<file path="src/rtl/bar_scan_pkg.sv">
package bar_scan_pkg;

  localparam int BAR_W        = 32;
  localparam int HALF_W       = BAR_W / 2;
  localparam int IO_LOW_BITS  = 2;
  localparam int MEM_LOW_BITS = 4;
  localparam logic [2:0] MEM64_TYPE = 3'b100;

  typedef enum logic {
    SPACE_MEM = 1'b0,
    SPACE_IO  = 1'b1
  } bar_space_e;

  typedef struct packed {
    logic [BAR_W-1:0] base;
    logic [BAR_W-1:0] len;
  } bar_entry_t;

endpackage

</file>
<file path="src/rtl/bar_decode.sv">
module bar_decode
  import bar_scan_pkg::*;
#(
  parameter bit EXT16 = 1'b1
) (
  input  logic [BAR_W-1:0] sizing,
  input  logic [BAR_W-1:0] orig,
  output bar_space_e       space,
  output logic             ok,
  output logic             wide,
  output bar_entry_t       entry
);

  localparam logic [BAR_W-1:0] IO_KEEP  = ~((BAR_W)'((1 << IO_LOW_BITS) - 1));
  localparam logic [BAR_W-1:0] MEM_KEEP = ~((BAR_W)'((1 << MEM_LOW_BITS) - 1));

  logic [BAR_W-1:0] rb_ext;
  logic [BAR_W-1:0] keep;
  logic [BAR_W-1:0] inv;
  logic [BAR_W-1:0] len;

  // Optional widening of a readback that only answers in its lower half
  generate
    if (EXT16) begin : g_ext
      always_comb begin
        rb_ext = sizing;
        if (orig[0] && (sizing[BAR_W-1:HALF_W] == '0) && (sizing[HALF_W-1:0] != '0))
          rb_ext[BAR_W-1:HALF_W] = '1;
      end
    end else begin : g_no_ext
      assign rb_ext = sizing;
    end
  endgenerate

  always_comb begin
    space = orig[0] ? SPACE_IO : SPACE_MEM;
    keep  = orig[0] ? IO_KEEP : MEM_KEEP;
    inv   = ~(rb_ext & keep);
    len   = inv + 1'b1;
    ok    = (rb_ext != '0) && (rb_ext != '1) && ((len & inv) == '0);
    wide  = !orig[0] && (orig[2:0] == MEM64_TYPE);
    entry.base = orig & keep;
    entry.len  = len;
  end

endmodule

</file>
<file path="src/rtl/bar_list.sv">
module bar_list
  import bar_scan_pkg::*;
#(
  parameter int DEPTH = 6,
  parameter int CNT_W = $clog2(DEPTH + 1),
  parameter int IDX_W = (DEPTH > 1) ? $clog2(DEPTH) : 1
) (
  input  logic             clk,
  input  logic             rst,
  input  logic             clear,
  input  logic             push,
  input  bar_entry_t       wr_entry,
  input  logic [IDX_W-1:0] rd_idx,
  output logic [CNT_W-1:0] count,
  output logic             ovf,
  output bar_entry_t       rd_entry
);

  localparam int SLOTS = 1 << IDX_W;
  localparam logic [CNT_W-1:0] FULL = CNT_W'(DEPTH);

  bar_entry_t       store [SLOTS];
  logic [IDX_W-1:0] wr_idx;
  logic             wr_en;

  always_comb begin
    wr_idx = clear ? '0 : IDX_W'(count);
    wr_en  = push && (clear || (count < FULL));
  end

  // Storage without reset so that it maps onto block RAM
  always_ff @(posedge clk) begin
    if (wr_en)
      store[wr_idx] <= wr_entry;
    rd_entry <= store[rd_idx];
  end

  always_ff @(posedge clk) begin
    if (rst) begin
      count <= '0;
      ovf   <= 1'b0;
    end else if (clear) begin
      count <= push ? CNT_W'(1) : '0;
      ovf   <= 1'b0;
    end else if (push) begin
      if (count < FULL)
        count <= count + 1'b1;
      else
        ovf <= 1'b1;
    end
  end

endmodule

</file>
<file path="src/rtl/bar_size_scan.sv">
module bar_size_scan
  import bar_scan_pkg::*;
#(
  parameter int  LIST_DEPTH = 6,
  parameter bit  EXT16      = 1'b1,
  localparam int CNT_W      = $clog2(LIST_DEPTH + 1),
  localparam int IDX_W      = (LIST_DEPTH > 1) ? $clog2(LIST_DEPTH) : 1
) (
  input  logic             clk,
  input  logic             rst,
  input  logic             in_valid,
  output logic             in_ready,
  input  logic [BAR_W-1:0] in_sizing,
  input  logic [BAR_W-1:0] in_orig,
  input  logic             in_last,
  output logic             scan_done,
  output logic [CNT_W-1:0] io_count,
  output logic             io_overflow,
  output logic [CNT_W-1:0] mem_count,
  output logic             mem_overflow,
  input  logic [IDX_W-1:0] io_rd_idx,
  output logic [BAR_W-1:0] io_rd_base,
  output logic [BAR_W-1:0] io_rd_len,
  input  logic [IDX_W-1:0] mem_rd_idx,
  output logic [BAR_W-1:0] mem_rd_base,
  output logic [BAR_W-1:0] mem_rd_len
);

  bar_space_e dec_space;
  logic       dec_ok;
  logic       dec_wide;
  bar_entry_t dec_entry;

  logic       accept;
  logic       take;
  logic       scan_open;
  logic       skip_pend;

  logic       s_vld;
  logic       s_first;
  logic       s_last;
  logic       s_push_io;
  logic       s_push_mem;
  bar_entry_t s_entry;

  bar_entry_t io_rd_entry;
  bar_entry_t mem_rd_entry;

  assign in_ready = 1'b1;
  assign accept   = in_valid;
  assign take     = !skip_pend;

  bar_decode #(.EXT16(EXT16)) u_decode (
    .sizing (in_sizing),
    .orig   (in_orig),
    .space  (dec_space),
    .ok     (dec_ok),
    .wide   (dec_wide),
    .entry  (dec_entry)
  );

  // Decode stage: one register between the arithmetic and the lists
  always_ff @(posedge clk) begin
    if (rst) begin
      s_vld      <= 1'b0;
      s_first    <= 1'b0;
      s_last     <= 1'b0;
      s_push_io  <= 1'b0;
      s_push_mem <= 1'b0;
      scan_open  <= 1'b0;
      skip_pend  <= 1'b0;
      scan_done  <= 1'b0;
    end else begin
      s_vld     <= accept;
      scan_done <= s_vld && s_last;
      if (accept) begin
        s_first    <= !scan_open;
        s_last     <= in_last;
        s_push_io  <= take && dec_ok && (dec_space == SPACE_IO);
        s_push_mem <= take && dec_ok && (dec_space == SPACE_MEM);
        skip_pend  <= take && dec_ok && dec_wide && !in_last;
        scan_open  <= !in_last;
      end
    end
  end

  always_ff @(posedge clk) begin
    if (accept)
      s_entry <= dec_entry;
  end

  bar_list #(.DEPTH(LIST_DEPTH), .CNT_W(CNT_W), .IDX_W(IDX_W)) u_io_list (
    .clk      (clk),
    .rst      (rst),
    .clear    (s_vld && s_first),
    .push     (s_vld && s_push_io),
    .wr_entry (s_entry),
    .rd_idx   (io_rd_idx),
    .count    (io_count),
    .ovf      (io_overflow),
    .rd_entry (io_rd_entry)
  );

  bar_list #(.DEPTH(LIST_DEPTH), .CNT_W(CNT_W), .IDX_W(IDX_W)) u_mem_list (
    .clk      (clk),
    .rst      (rst),
    .clear    (s_vld && s_first),
    .push     (s_vld && s_push_mem),
    .wr_entry (s_entry),
    .rd_idx   (mem_rd_idx),
    .count    (mem_count),
    .ovf      (mem_overflow),
    .rd_entry (mem_rd_entry)
  );

  assign io_rd_base  = io_rd_entry.base;
  assign io_rd_len   = io_rd_entry.len;
  assign mem_rd_base = mem_rd_entry.base;
  assign mem_rd_len  = mem_rd_entry.len;

endmodule

</file>
<file path="config.mk">
export PLATFORM = sky130hd
export DESIGN_NAME = bar_size_scan
export DESIGN_NICKNAME = d
export VERILOG_FILES = /design/src/rtl/bar_scan_pkg.sv /design/src/rtl/bar_decode.sv /design/src/rtl/bar_list.sv /design/src/rtl/bar_size_scan.sv
export SDC_FILE = /design/constraint.sdc
export NUM_CORES = 1
export LEC_CHECK = 0
export BUFFER_PORTS_ARGS = -buffer_cell sky130_fd_sc_hd__buf_4
export CELL_PAD_IN_SITES_DETAIL_PLACEMENT = 1
export CELL_PAD_IN_SITES_GLOBAL_PLACEMENT = 1
export CORE_MARGIN = 2
export CORE_UTILIZATION = 40
export DETAILED_ROUTE_END_ITERATION = 12
export PLACE_DENSITY = 0.66
export SYNTH_ARGS = -nofsm -noshare
export SYNTH_HDL_FRONTEND = slang
export SYNTH_HIERARCHICAL = 1
export SYNTH_SLANG_ARGS = --single-unit
</file>
<file path="constraint.sdc">
create_clock -name clk -period 13.01 [get_ports clk]
set_input_delay 1.301 -clock clk [delete_from_list [all_inputs] [get_ports clk]]
set_output_delay 1.301 -clock clk [all_outputs]
set_load 0.005 [all_outputs]
</file>
# ---- Yosys cells after proc, flatten, opt, wreduce, memory -nomap -nowiden
# Memories as Yosys holds them, arrays and structs flattened. A register that Yosys moved wholly into a read port is not among the register bits.
# Index checks and enable logic that the tools add are counted.
dict set report totals {
  reg_bits 80
  wordCells 82
  mem_bits_rw 1024
  n_memories 2
}
dict set report classes {
  n_eq_ne 2
  muxes 17
  addsub 3
  bitwise 7
  n_lt_le_gt_ge 2
  n_reduce_logical 35
}
# name words width read_ports rd_ports_with_merged_regs wr line
set mem_list {}
lappend mem_list {u_io_list.store 8 64 1 1 1 bar_list.sv:22} ;# bar_entry_t store [SLOTS];
lappend mem_list {u_mem_list.store 8 64 1 1 1 bar_list.sv:22}
# operator n
set op_table {}
lappend op_table {{$and 32x32->32} 3}
lappend op_table {{$add 32x1->32 const B} 1}
lappend op_table {{$logic_not 32->1} 1}
lappend op_table {{$ne 32x32->1 const B} 1}
lappend op_table {{$not 32->32} 1}
lappend op_table {{$reduce_bool 32->1} 1}
lappend op_table {{$mux 3} 8}
lappend op_table {{$logic_and 1x1->1} 16}
lappend op_table {{$logic_not 16->1} 1}
lappend op_table {{$mux 16} 1}
lappend op_table {{$reduce_bool 16->1} 1}
lappend op_table {{$reduce_and 2->1} 4}
lappend op_table {{$reduce_bool 2->1} 4}
lappend op_table {{$mux 1} 7}
lappend op_table {{$add 3x1->3 const B} 2}
lappend op_table {{$lt 3x3->1 const B} 2}
lappend op_table {{$logic_not 1->1} 4}
lappend op_table {{$mux 4} 1}
lappend op_table {{$eq 3x3->1 const B} 1}
lappend op_table {{$not 1->1} 3}
lappend op_table {{$logic_or 1x1->1} 2}
lappend op_table {{$reduce_or 2->1} 1}

# ---- Longest topological paths before layout
# Gate-level depths: netlist of run 1.
dict set report logic_depth {
  word_depth 13
  depth_mapped 15
}

# ---- Cells and area by module
# The synthesis of run 1 kept the hierarchy.
# module instances area_each_um2 cells_per_inst
set by_module_without_submodules {}
lappend by_module_without_submodules {{bar_list (u_io_list)} 1 20742.4 837}
lappend by_module_without_submodules {{bar_list (u_mem_list)} 1 20739.9 837}
lappend by_module_without_submodules {bar_size_scan 1 2262.2 99}
lappend by_module_without_submodules {bar_decode 1 1431.4 208}

# ---- Worst setup path after synthesis of run 1
# No wires, ideal clock.
dict set report synth_timing {
  path_kind {register -> register}
  startpoint {register s_vld}
  endpoint {memory u_io_list/store[4][0] (netlist bit), enable pin}
  path_stages_with_launch 5
  synth_period_minus_slack_ns 7.728
  path_buffers 1
  slack_ns 5.282
  t_arrival_ns 7.082
  setup_ns 0.645
  path_cell_list {dfxtp_1 > and2_1 > clkbuf_1 > nor2b_1 > nor4bb_1}
}
dict set report synth_via {
  elab_chain_len 5
  elab_cells_between_ends 7
}
# element line
set synth_rtl {}
lappend synth_rtl {{start: declaration} bar_size_scan.sv:39} ;# logic s_vld;
lappend synth_rtl {{start signal: assignment} bar_size_scan.sv:74} ;# s_vld <= accept;
lappend synth_rtl {{$logic_and 1x1->1} bar_size_scan.sv:95} ;# .clear (s_vld && s_first),
lappend synth_rtl {{$logic_or 1x1->1} bar_list.sv:28} ;# wr_en = push && (clear || (count < FULL));
lappend synth_rtl {{$logic_and 1x1->1} bar_list.sv:28}
lappend synth_rtl {{$mux 1} bar_list.sv:33} ;# if (wr_en)
lappend synth_rtl {{$mux 1 (not written as such)} bar_list.sv:34} ;# store[wr_idx] <= wr_entry;
lappend synth_rtl {{end: declaration} bar_list.sv:22}
# Several ways; a longest one is shown, not always the timed one.

# ---- Final worst setup path of run 1
dict set report layout_timing {
  startpoint {input port in_sizing[4]}
  endpoint {register skip_pend}
}
dict set report layout_via {
  elab_chain_len 12
  elab_cells_between_ends 15
}
# element line
set layout_rtl {}
lappend layout_rtl {{start: declaration} bar_size_scan.sv:13} ;# input logic [BAR_W-1:0] in_sizing,
lappend layout_rtl {{$reduce_bool 16->1} bar_decode.sv:27} ;# if (orig[0] && (sizing[BAR_W-1:HALF_W] == '0) && (sizing[HALF_W-1:0] != '0))
lappend layout_rtl {{$logic_and 1x1->1} bar_decode.sv:27}
lappend layout_rtl {{$mux 16} bar_decode.sv:27}
lappend layout_rtl {{$and 32x32->32} bar_decode.sv:38} ;# inv = ~(rb_ext & keep);
lappend layout_rtl {{$not 32->32} bar_decode.sv:38}
lappend layout_rtl {{$add 32x1->32} bar_decode.sv:39} ;# len = inv + 1'b1;
lappend layout_rtl {{$and 32x32->32} bar_decode.sv:40} ;# ok = (rb_ext != '0) && (rb_ext != '1) && ((len & inv) == '0);
lappend layout_rtl {{$logic_not 32->1} bar_decode.sv:40}
lappend layout_rtl {{$logic_and 1x1->1 (*)} bar_decode.sv:40}
lappend layout_rtl {{via dec_ok} bar_size_scan.sv:30} ;# logic dec_ok;
lappend layout_rtl {{$logic_and 1x1->1 (*) (3 in series)} bar_size_scan.sv:81} ;# skip_pend <= take && dec_ok && dec_wide && !in_last;
lappend layout_rtl {{end signal: assignment} bar_size_scan.sv:81}
lappend layout_rtl {{end: declaration} bar_size_scan.sv:37} ;# logic skip_pend;
# Mark *: on every way through the listed nets, which the timed path passes. The rest lies on a longest branch.
# A chain may end at the register's enable or synchronous reset.

==> results by stage, run 1 <==
Power:
- The areal power density over the cells is 161 nW/µm².
- The cell leakage power is 18.2 nW.
- Across the VDD grid, the largest voltage drop is 119 µV.
- Overall power consumption after layout is estimated at 8.59 mW.

Routing:
- The vias per cell is 5.00.
- The detailed-route via count is 20,600.
- The detail route stage leaves a number of antenna-violating nets equal to 0.
- The number of DRC violations after detailed-routing iteration 0 is 1,442.
- The iteration count of the initial detailed-routing pass is 4.
- The average detailed-routed wire length per instance is 24.4 µm.
- After detailed routing, the total wire length is 100 mm.
- The number of remaining DRC errors is 0.

Setup path:
- The critical path runs through a total of 12 cells.
- The worst setup path is captured at a flip-flop.
- The critical path class is input port to flip-flop.
- Broken down by cell family, the worst path's largest delay share belongs to simple AND/OR/NAND/NOR gates.
- The maximum fanout along the worst path is 23.
- STA puts the critical path data required time at 13,640 ps.
- The cell with the largest stage delay on the worst path is sky130_fd_sc_hd__or4_1.
- For the worst flop-to-flop path, the logic depth is 4.
- The element type at the critical path start is an input port.
- The biggest cell delay along the critical path is 500 ps.
- The critical path goes through buf_4, nor4_4, nand4_1, and4_4, or4_1, ha_1, nor4_1, nand4_1, a2111oi_0, o21a_1, nand2b_1, o41ai_2.
- The data arrival time of the worst path is 4560 ps.
- Counting both buffers and inverters, the worst setup path holds a total of 1.
- The most numerous cell type found on the critical path is sky130_fd_sc_hd__nand4_1.

Global route:
- Entering global routing, the biggest net connects 90 pins.
- The global routing stage identified its most utilized layer as met2.
- The met3 capacity usage during global routing is 0.0348.
- For this run, the total global-route usage over all layers was measured as 0.178.
- The global-route met2 utilization is 0.296.
- Summed over all layers, the global routing overflow is 0.
- For met1 alone, demand over resource in global routing was 0.241.
- The first-pass GRT wire length is 150 mm.
- The via count of the first global-routing pass is 23,000.
- The initial antenna violation count was 1.

Placement:
- At the end of routability-driven placement, the weighted congestion stood at 0.805.
- The total of buffers placed on input and output ports is 210.
- The detailed placement HPWL is 56.1 mm.
- The setup slack after placement is 8360 ps.

Clock network:
- After clock tree synthesis, the setup repair step added 0 buffers.
- The clock buffer count from CTS is 134.
- The total clock sinks is 1,232.
- The latest clock arrival within the worst-skew pair is 730 ps.
- The count of instances resized after the clock tree is built is 0.
- The CTS tree is yes.
- The longest clock path from root to sink contains 3 buffers.
- CTS built an H-tree with a depth of 4.
- After clock tree synthesis, the flow added hold-fix buffers numbering 0.
- The post-CTS clock slew at the launch and capture registers of the worst setup and hold paths is 60 ps.
- The cell at the root of the clock tree is sky130_fd_sc_hd__clkbuf_16.

Logic synthesis:
- In the synthesized netlist, the number of instances is 1,981.
- Summing every instance area after synthesis gives 45,200 µm².
- The cell taking the most area after synthesis is sky130_fd_sc_hd__edfxtp_1.
- The prevailing post-synth register cell is sky130_fd_sc_hd__edfxtp_1.
- For this run, the register share of the synthesized area comes to 0.787.
- After synthesis, the most frequently instantiated cells are sky130_fd_sc_hd__edfxtp_1, sky130_fd_sc_hd__mux4_2, sky130_fd_sc_hd__dfxtp_1.
- The number of different library cells used by synthesis comes to 50.
- Sorting the synthesized cells by area gives the leading types as sky130_fd_sc_hd__edfxtp_1, sky130_fd_sc_hd__mux4_2, sky130_fd_sc_hd__dfxtp_1.
- Counting flops with an async set or reset pin after synthesis yields a share of 0.
- The leading cell type by number of instances after synthesis is sky130_fd_sc_hd__edfxtp_1.
- In this run the mean area of a mapped cell was 22.8 µm².
- Of the post-synthesis cell area, the dominant cell type holds 0.723.
- Synthesis inferred 1,232 register bits.
- The total of warnings raised by yosys is 6.
- In this run, synthesis inferred 1,088 flip-flops with an integrated enable.

Floorplanning:
- The die span in y is 340 µm.
- The die footprint is 116,000 µm².
- The horizontal die dimension is 340 µm.
- The initial utilization of the core area, before any placement, comes to 0.403.
- The area of the placeable core is 112,000 µm².
- The floorplan has 123 rows.
- 212 I/O pins were placed.

Timing:
- After routing, the total negative slack on setup checks comes to 0 ps.
- The final count of hold timing violations is 0.
- In the post-route analysis, the smallest setup slack over all paths is 9080 ps.
- The number of max-slew violations in the final report is 0.
- The maximum frequency from static timing analysis is 255 MHz.
- At the pin with the least slew margin, the transition time is 1120 ps.
- Clock skew on the completed layout was measured at 21.3 ps.
- Setup violations remaining at the end of the flow were counted as 0.
- In the finished design, the share of the clock period the worst path needs comes to 0.302.
- Setup repair after global routing left no endpoint under its margin.
- The minimum period implied by the final worst setup slack is 3930 ps.
- Headroom to the max-slew limit came out at 0.251.

Min path:
- The path class of the lowest-slack min-delay path is flip-flop to flip-flop.
- The worst hold path cell count is 1.

Layout:
- The layout overhead on the synthesized area is 18.3%.
- Of the cells placed in the final design, the portion with a size suffix greater than 1 is 0.321.
- The final-layout fill cell count is 10,300.
- The number of antenna diodes in the final layout is 0.
- Once layout is complete, the utilization of the core stands at 0.476.
- The post-layout net count is 2,602.

Job:
- The total of max-cap violations is 0.

Status:
- The run finished with clean final reports.
cells by family after synthesis:
family	count (synthesis)	synth area share
DFF	1232	0.787
muxes	385	0.160
buffers and inverters	157	0.0208
and+or+nand+nor	143	0.0191
adders and majority gates	30	0.00831
AOI/OAI and AO/OA	29	0.00446
other	4	0.000332
xor gates and xnor gates	1	0.000194
layer usage:
layer | routed length [µm] | vias to the layer above | part of all wire
met4 | 1690 | 2 | 0.017
met1 | 43600 | 11100 | 0.44
li1 | - | 8905 | -
met2 | 50000 | 439 | 0.50
met3 | 4650 | 134 | 0.046
met5 | 99 | - | 0.00099
worst paths after layout:
check                               from                                 to  slack [ps]
setup / recovery            in_sizing[4]             skip_pend$_SDFFE_PP0P_        9080
hold / removal    scan_open$_SDFFE_PP0P_               s_first$_SDFFE_PP0P_         440
setup reg to reg        s_vld$_SDFF_PP0_  u_mem_list/store[1][37]$_DFFE_PP_        9670
hold reg to reg   scan_open$_SDFFE_PP0P_               s_first$_SDFFE_PP0P_         440
layout by cell type, fill, tap and decap left out, drive strengths merged, types with 30 or more instances in the layout:
cell    count
inv        52
ha         30
nor2       32
clkinv     37
mux2      128
conb      261
mux4      256
clkbuf    191
edfxtp   1088
buf       239
dfxtp     144
area by class of cell:
class,count,area [µm²],share of cell area
Sequential cell,1232,35600,0.665
Clock inverter,56,602,0.0113
Clock buffer,191,3710,0.0694
Inverter,42,158,0.00295
Timing Repair Buffer,239,1820,0.0340
Tap cell,1500,1880,0.0351
Multi-Input combinational cell,849,9730,0.182
sequential cells by signal (all words and copies together), names as in the netlist:
register	count
u_mem_list/store	512
scan_open	1
skip_pend	1
u_mem_list/count	3
s_entry	64
u_mem_list/rd_entry	64
s_first	1
s_push_mem	1
s_push_io	1
u_mem_list/ovf	1
u_io_list/store	512
u_io_list/rd_entry	64
u_io_list/ovf	1
s_vld	1
s_last	1
scan_done	1
u_io_list/count	3
stage by stage:
stage	std cells	hold slack [ps]	instance area, µm²
after CTS	4109	447	53400
after detailed placement	3862	439	49100
final	4109	440	53400
after global routing	4109	475	53400
after floorplan	2238	409	46100
after global placement	3862	424	49100
power breakdown:
group	internal (mW)	total (mW)	switching [mW]
clock	2.15	3.68	1.53
sequential	4.45	4.56	0.109
combinational	0.186	0.344	0.157
(Power assumes the default switching activity.)
==> run 2, diff against run 1 <==
--- a/config.mk
+++ b/config.mk
@@ -5,13 +5,14 @@
 export SDC_FILE = /design/constraint.sdc
 export NUM_CORES = 1
 export LEC_CHECK = 0
+export ABC_AREA = 1
 export BUFFER_PORTS_ARGS = -buffer_cell sky130_fd_sc_hd__buf_4
 export CELL_PAD_IN_SITES_DETAIL_PLACEMENT = 1
 export CELL_PAD_IN_SITES_GLOBAL_PLACEMENT = 1
 export CORE_MARGIN = 2
 export CORE_UTILIZATION = 40
 export DETAILED_ROUTE_END_ITERATION = 12
-export PLACE_DENSITY = 0.66
+export PLACE_DENSITY = 0.74
 export SYNTH_ARGS = -nofsm -noshare
 export SYNTH_HDL_FRONTEND = slang
 export SYNTH_HIERARCHICAL = 1
==> constraint.sdc (replaced) <==
create_clock -name clk -period 3.16 [get_ports clk]
set_input_delay 0.316 -clock clk [delete_from_list [all_inputs] [get_ports clk]]
set_output_delay 0.316 -clock clk [all_outputs]
set_load 0.005 [all_outputs]
==> run 2 against run 1 <==
Critical path depth rose by 11. Synthesized area rose by 14%. Wire length rose by 41%. Power rose to 4.2 times the previous value. Register-to-register slack got worse by 9200 ps. Global-route usage rose by 3.6 points. Critical path type unchanged. Critical endpoint is now s_push_io$_SDFFE_PP0P_.
==> results by stage, run 2 <==
Job:
- The total of max-cap violations is 0 (unchanged).

Clock network:
- The cell at the root of the clock tree is sky130_fd_sc_hd__clkbuf_16.
- The CTS tree is yes.
- The post-CTS clock slew at the launch and capture registers of the worst setup and hold paths is 50 ps (about the same).
- The count of H-tree levels built during CTS is 4 (unchanged).
- The total clock sinks is 1,232 (unchanged).
- The latest clock arrival within the worst-skew pair came to 760 ps (+30 ps).
- The clock buffer count from CTS came to 137 (+2.2%).
- The number of buffers on the longest clock path was 3 (unchanged).

Setup path:
- The most numerous cell type found on the critical path is sky130_fd_sc_hd__nor2_1.
- The launch point of the worst reg-to-reg path is s_vld$_SDFF_PP0_.
- The data required time of the critical path is 3830 ps (-9810 ps).
- The critical path goes through buf_4, nor2_1, nand2_1, nor2_1, nand2_2, nand3_4, buf_4, nand3_2, nor2_1, nand2_1, nor2_1, nand3_4, ha_4, nor3_4, buf_6, o211ai_1, nor3_1, nand2_1, nor2_2, inv_1, nor2_2, nand3_1, a21oi_2.
- The slowest stage of the critical path is the sky130_fd_sc_hd__nand3_4 cell.
- The worst setup path is captured at a flip-flop.
- In this run the worst setup path begins at in_sizing[14].
- The biggest cell delay along the critical path is 220 ps (-280 ps).
- The number of buffers and inverters on the critical path is 4 (+3).
- STA classifies the critical path startpoint as an input port.
- The critical path class is input port to flip-flop.
- The data arrival time of the worst path is 3380 ps (-1180 ps).
- The maximum fanout along the worst path was 14 (-39%).
- The critical path's top delay family is simple AND/OR/NAND/NOR gates.

Floorplanning:
- The number of ports placed on the die boundary was 212 (unchanged).
- The starting utilization of the core area is 0.404 (+0.00119).
- The die footprint is 132,000 µm² (+14%).
- The die span in y came to 363 µm (+6.8%).
- The area of the placeable core is 128,000 µm² (+14%).
- The horizontal die dimension was 363 µm (+6.8%).
- The cell row count is 131 (+6.5%).

Timing:
- Dividing the final minimum period by the clock period gives 0.858.
- Subtracting the final worst setup slack from the clock period gives 2710 ps.
- The worst slew margin relative to its limit is 0.380 (+0.129).
- The maximum frequency from static timing analysis is 369 MHz.
- The setup total negative slack is 0 ps (unchanged).
- Setup repair after global routing left no endpoint under its margin.
- The setup skew after layout is 28.6 ps (+7.29 ps).
- The final count of hold timing violations is 0 (unchanged).
- The number of max-slew violations in the final report is 0 (unchanged).
- The final setup violation count was 0 (unchanged).
- The worst setup slack after layout is 448 ps (-8630 ps).
- The transition at the pin with the smallest max-transition slack is 929 ps (-194 ps).

Global route:
- The global-route met2 utilization is 0.387 (+0.0915).
- The met3 capacity usage during global routing was 0.0384 (+0.00364).
- The initial antenna violation count is 3 (+2).
- The aggregate global routing overflow is 0 (unchanged).
- The layer with the highest usage is met2.
- The via count of the first global-routing pass is 38,100 (+65%).
- The largest net degree at the start of global routing came to 152 (+69%).
- The met1 track demand over resource was 0.257 (+0.0166).
- The first-pass GRT wire length is 215 mm (+43%).
- The total routing usage reported by global routing was 0.214 (+0.0361).

Routing:
- The routed wire length is 141 mm (+41%).
- The vias per cell was 4.79 (-4.2%).
- The number of remaining DRC errors is 0 (unchanged).
- The detailed-route via count is 35,000 (+70%).
- The iteration count of the initial detailed-routing pass was 7 (+3).
- The number of nets with antenna violations after routing is 0 (unchanged).
- The average detailed-routed wire length per instance was 19.3 µm (-21%).
- The number of DRC violations after detailed-routing iteration 0 came to 2,222 (+54%).

Power:
- The internal power component came to 28.1 mW (+310%).
- The proportion of total power due to net switching is 0.230 (+0.0207).
- The cell leakage power is 28.0 nW (+54%).
- The maximum ir drop on the vdd rail came to 460 µV (+290%).
- The relative contribution of sequential cells to total power is 0.515 (-0.016).
- The share of power burned in the clock network came to 0.426 (-0.003).
- The power share of the combinational group is 0.059 (+0.019).
- The areal power density over the cells is 599 nW/µm² (+270%).
- The switching power came to 8.40 mW (+370%).

Logic synthesis:
- The cell taking the most area after synthesis is sky130_fd_sc_hd__edfxtp_1.
- Yosys instantiated no cell more often than sky130_fd_sc_hd__nand2_1.
- The synthesized area per cell was 10.3 µm² (-55%).
- After synthesis, the most frequently instantiated cells are sky130_fd_sc_hd__nand2_1, sky130_fd_sc_hd__inv_1, sky130_fd_sc_hd__edfxtp_1.
- The number of enable-type register cells in the synthesized netlist is 1,088 (unchanged).
- The prevailing post-synth register cell is sky130_fd_sc_hd__edfxtp_1.
- The fraction of synthesis flops using an asynchronous set or reset pin is 0 (unchanged).
- The number of distinct standard cells referenced by the synthesized netlist is 40 (-20%).
- The total of warnings raised by yosys was 6 (unchanged).
- The portion of synthesized cell area occupied by the leading cell type was 0.633 (-0.0904).
- The number of register bits inferred by synthesis is 1,232 (unchanged).
- The share of synthesized area occupied by flip-flops and latches was 0.689 (-0.0984).
- The mapped cell area is 51,600 µm² (+14%).
- The synthesized instance count was 5,007 (+150%).
- By area the synthesized netlist is led by sky130_fd_sc_hd__edfxtp_1, sky130_fd_sc_hd__nand2_1, sky130_fd_sc_hd__inv_1.

Placement:
- The setup slack after placement is -335 ps (-8700 ps).
- The total of buffers placed on input and output ports is 210 (unchanged).
- The detailed placement HPWL is 80.1 mm (+43%).
- The final weighted congestion of routability-driven global placement is 0.797 (-0.96%).

Min path:
- In this run the worst hold path is classified as input port to flip-flop.
- The worst hold path begins at in_orig[3].

Layout:
- The final design utilization is 0.476 (about the same).
- The fraction of layout instances using a drive strength above 1 is 0.103 (-0.218).
- The total inserted antenna cells is 0 (unchanged).
- The library cells used most frequently in the layout, excluding fill and tap cells, are sky130_fd_sc_hd__nand2_1, sky130_fd_sc_hd__inv_1, sky130_fd_sc_hd__edfxtp_1, sky130_fd_sc_hd__nand3_1, sky130_fd_sc_hd__buf_4.
- The largest registers in the layout are u_io_list/store x512, u_mem_list/store x512.
- Leaving out fill and tap cells, the most frequent cell in the layout is sky130_fd_sc_hd__nand2_1.
- The layout overhead on the synthesized area is 18.0%.
- The post-layout net count was 5,632 (+120%).

Status:
- The run finished with clean final reports.
[run 2: path summary, 6_finish.rpt]
path                                        to  slack (ps)  cells after the start
min                      s_entry[35]$_DFFE_PP_          50                      3
max                     s_push_io$_SDFFE_PP0P_         450                     23
min reg2reg               scan_done$_SDFF_PP0_         460                      2
max reg2reg  u_mem_list/store[4][42]$_DFFE_PP_         470                      7
[run 2: logic make-up after synthesis]
| kind of cell | synth area share |
|---|---|
| simple gates | 0.189 |
| buf+inv | 0.111 |
| flops | 0.689 |
| fa+ha+maj | 0.00727 |
| compound gates | 0.00296 |
| other cells | 0.000291 |
| xor+xnor | 0.000170 |
[run 2: worst min-delay path: stages]
cell	delay, ps
sky130_fd_sc_hd__buf_4	80
sky130_fd_sc_hd__nand2_1	170
sky130_fd_sc_hd__inv_1	110
[run 2: timing repair]
action                                  in CTS  in global routing
endpoints found under the setup margin       0                  3
resized for setup                            0                 25
endpoints found under the hold margin       48                  0
hold buffers                                33                  0
buffers inserted                             0                  3
[run 2: final cells by class]
class	instances	area, µm²
Sequential cell	1232	35600
Clock inverter	53	518
Inverter	1119	4220
Timing Repair Buffer	357	3180
Multi-Input combinational cell	2681	11500
Fill cell	14100	66900
Clock buffer	199	3860
Tap cell	1662	2080
[run 2: metrics by stage]
step | power, mW | cell area, µm² | hold slack, ps | std cells
2_1_floorplan | 20.1 | 52700 | 385 | 5264
3_5_place_dp | 21.2 | 56100 | 449 | 7015
5_1_grt | 37.7 | 60900 | 44.5 | 7303
6_report | 36.5 | 60900 | 49.2 | 7303
3_3_place_gp | 21.1 | 56100 | 431 | 7015
4_1_cts | 36.9 | 60800 | 2.84 | 7300
[run 2: power groups by stage]
| stage | Sequential [mW] | Clock [mW] | Combinational, mW |
|---|---|---|---|
| after floorplan | 18.9 | 0 | 1.18 |
| after global placement | 19.1 | 0 | 2.03 |
| after detailed placement | 19.1 | 0 | 2.10 |
| after CTS | 18.8 | 15.9 | 2.16 |
| after global routing | 18.8 | 16.5 | 2.40 |
| final | 18.8 | 15.5 | 2.15 |
[run 2: metal layers]
layer  up-vias  part of all wire
met5         -           0.00016
met4         4             0.024
met3       214             0.054
met2       743              0.51
met1     17700              0.41
li1      16400                 -
==> run 3, diff against run 2 <==
--- a/config.mk
+++ b/config.mk
@@ -9,9 +9,11 @@
 export BUFFER_PORTS_ARGS = -buffer_cell sky130_fd_sc_hd__buf_4
 export CELL_PAD_IN_SITES_DETAIL_PLACEMENT = 1
 export CELL_PAD_IN_SITES_GLOBAL_PLACEMENT = 1
+export CORE_ASPECT_RATIO = 2
 export CORE_MARGIN = 2
 export CORE_UTILIZATION = 40
 export DETAILED_ROUTE_END_ITERATION = 12
+export MAX_ROUTING_LAYER = met4
 export PLACE_DENSITY = 0.74
 export SYNTH_ARGS = -nofsm -noshare
 export SYNTH_HDL_FRONTEND = slang
==> run 3 against run 2 <==
Global-route usage grew 0.49 points. Sequential share of layout area grew 0.25 points. Critical path depth shrank 1. Power shrank 4.9%. Wire length shrank 0.34%. Maximum frequency shrank 2.1%. Critical endpoint is now skip_pend$_SDFFE_PP0P_. Largest cell class unchanged. Largest power group unchanged. Highest routed layer is now met4.
==> results by stage, run 3 (synthesis gave the netlist of run 2 again) <==
Setup path:
- The critical path is of the input port to flip-flop type.
- The data required time of the critical path was 3810 ps (-20 ps).
- The worst setup path is launched from an input port.
- The worst setup path is captured at a flip-flop.
- The maximum fanout along the worst path is 12 (-2).
- The data arrival time of the worst path came to 3420 ps (+40 ps).

Timing:
- The setup skew after layout is 23.4 ps (-5.27 ps).
- Setup repair after global routing left no endpoint under its margin.
- The transition at the pin with the smallest max-transition slack is 991 ps (+61.8 ps).
- The worst slew margin relative to its limit is 0.339 (-0.0412).
- The minimum period implied by the final worst setup slack was 2770 ps (+58.7 ps).
- The number of max-slew violations in the final report is 0 (unchanged).
- The final count of hold timing violations is 0 (unchanged).
- The ratio of final minimum period to clock period is 0.877 (+0.0186).
- The final setup violation count is 0 (unchanged).
- The maximum frequency from static timing analysis is 361 MHz (-2.1%).

Power:
- The total power was 34.7 mW (-4.9%).
- The cell leakage power is 27.9 nW (-0.32%).
- The maximum ir drop on the vdd rail is 422 µV (-8.2%).
- The areal power density over the cells came to 572 nW/µm² (-4.5%).

Floorplanning:
- The area of the placeable core came to 128,000 µm² (+0.30%).
- The number of ports placed on the die boundary is 212 (unchanged).
- The horizontal die dimension is 258 µm (-29%).
- The die footprint was 132,000 µm² (+0.13%).
- The cell row count came to 186 (+42%).
- The starting utilization of the core area was 0.403 (-0.00121).
- The die span in y was 512 µm (+41%).

Layout:
- The area of all placed cells without fillers is 60,700 µm² (-0.43%).
- The library cell used most frequently in the layout, excluding fill and tap cells, is sky130_fd_sc_hd__nand2_1.
- The largest registers in the layout are u_io_list/store x512, u_mem_list/store x512.
- The fraction of layout instances using a drive strength above 1 is 0.104 (+0.000990).
- The layout overhead on the synthesized area is 17.5%.
- In the layout the commonest cells are sky130_fd_sc_hd__nand2_1, sky130_fd_sc_hd__inv_1, sky130_fd_sc_hd__edfxtp_1, sky130_fd_sc_hd__nand3_1, sky130_fd_sc_hd__buf_4.
- The post-layout net count is 5,654 (+0.39%).

Clock network:
- The post-CTS clock slew at the launch and capture registers of the worst setup and hold paths is 60 ps (about the same).
- The total clock sinks is 1,232 (unchanged).
- The clock buffer count from CTS is 109 (-20%).
- The count of H-tree levels built during CTS is 3 (-1).
- TritonCTS built the clock tree.
- The number of buffers on the longest clock path came to 3 (unchanged).
- The latest clock arrival within the worst-skew pair came to 730 ps (-30 ps).
- The cell at the root of the clock tree is sky130_fd_sc_hd__clkbuf_16.

Job:
- The total of max-cap violations was 0 (unchanged).

Global route:
- The largest net degree at the start of global routing is 113 (-26%).
- The met1 track demand over resource is 0.241 (-0.0167).
- The total routing usage reported by global routing is 0.219 (+0.00492).
- The via count of the first global-routing pass is 38,000 (-0.17%).
- The initial antenna violation count was 3 (unchanged).
- The global-route met2 utilization was 0.407 (+0.0199).
- The aggregate global routing overflow is 0 (unchanged).
- The first-pass GRT wire length was 215 mm (-0.15%).
- The met3 capacity usage during global routing came to 0.0279 (-0.0105).
- The layer with the highest usage is met2.

Routing:
- The routed wire length was 141 mm (-0.34%).
- The number of nets with antenna violations after routing is 0 (unchanged).
- The number of remaining DRC errors was 0 (unchanged).
- The vias per cell came to 4.77 (-0.46%).
- The iteration count of the initial detailed-routing pass came to 5 (-2).
- The detailed-route via count is 35,000 (+0.017%).
- The number of DRC violations after detailed-routing iteration 0 is 1,916 (-14%).
- The average detailed-routed wire length per instance is 19.1 µm (-0.81%).

Placement:
- The final weighted congestion of routability-driven global placement is 0.786 (-1.3%).
- The area of placed instances is 56,600 µm² (+0.96%).
- The detailed placement HPWL is 85.6 mm (+6.8%).
- The total of buffers placed on input and output ports is 210 (unchanged).

Min path:
- The path class of the lowest-slack min-delay path is input port to flip-flop.

Status:
- The flow ran to the end, and the final reports show no timing, DRC or antenna violations.
-- run 3: cell count changes in the layout (fill, tap and decap cells not counted), sizes merged, moves of 2 or more --
| cell | previous run | this run |
|---|---|---|
| inv | 1131 | 1122 |
| buf | 322 | 371 |
| clkinvlp | 2 | 5 |
| bufinv | 5 | 10 |
| clkbuf | 201 | 155 |
| dlygate4sd3 | 32 | 34 |
-- run 3: layer usage --
metal / routed length (µm) / up-vias
li1: - / 16400
met1: 54400 / 17700
met2: 76800 / 689
met3: 5720 / 221
met4: 3610 / 0
met5: 0 / -
-- run 3: where the power goes --
group	switching [mW]	leakage, nW	internal, mW
Combinational	1.36	14.9	0.774
Sequential	0.480	11.2	18.3
Clock	6.06	1.78	7.67
Total	7.90	27.9	26.8
-- run 3: cell type report --
type	instances	area (µm²)
diodes	1	2.50
clock inverters	53	552
inverters	1119	4220
repair buffers	407	3700
fillers	14200	67600
multi-input cells	2681	11400
flip-flops and latches	1232	35600
clock buffers	153	3100
well taps	1692	2120
-- run 3: through the flow --
stage               utilization  std cells  setup slack, ps  setup TNS [ps]  hold slack, ps
finish                    0.473       7338              389               0            61.3
global route              0.473       7338             61.3               0            57.1
CTS                       0.473       7330              247               0            18.6
detailed placement        0.441       7090             -509           -1480             433
global placement          0.441       7090             -476           -1390             429
floorplan                     -       5264             -806         -104330             385
-- run 3: path summary, 6_finish.rpt --
path / startpoint / end / slack [ps] / cells past startpoint
worst min-delay path: in_orig[0] / s_push_io$_SDFFE_PP0P_ / 60 / 4
worst max register to register: s_vld$_SDFF_PP0_ / u_mem_list/store[0][55]$_DFFE_PP_ / 650 / 7
worst min register to register: scan_open$_SDFFE_PP0P_ / s_first$_SDFFE_PP0P_ / 440 / 1
worst max-delay path: in_sizing[14] / skip_pend$_SDFFE_PP0P_ / 390 / 22
-- run 3: repair_timing --
action / in CTS / in global routing
setup buffers: 0 / 7
hold endpoints to repair: 47 / 0
setup endpoints to repair: 0 / 3
hold buffers: 34 / 0
resized for setup: 0 / 1
-- run 3: worst max-delay path: stages --
cell                      delay, ps
sky130_fd_sc_hd__buf_4          110
sky130_fd_sc_hd__nor2_1         150
sky130_fd_sc_hd__nand2_1         70
sky130_fd_sc_hd__nor2_1         180
sky130_fd_sc_hd__nand2_2         90
sky130_fd_sc_hd__nand3_4        190
sky130_fd_sc_hd__buf_4          150
sky130_fd_sc_hd__buf_4          110
sky130_fd_sc_hd__nand3_4         70
sky130_fd_sc_hd__nor2_4         190
sky130_fd_sc_hd__nand4_1        130
sky130_fd_sc_hd__ha_1           210
sky130_fd_sc_hd__nor4_1         290
sky130_fd_sc_hd__buf_4          170
sky130_fd_sc_hd__nand4_1        100
sky130_fd_sc_hd__nor3_1         170
sky130_fd_sc_hd__nand2_1         90
sky130_fd_sc_hd__nor2_2         170
sky130_fd_sc_hd__inv_1           60
sky130_fd_sc_hd__nor2_1         160
sky130_fd_sc_hd__nand3_1         90
sky130_fd_sc_hd__a21oi_1        140
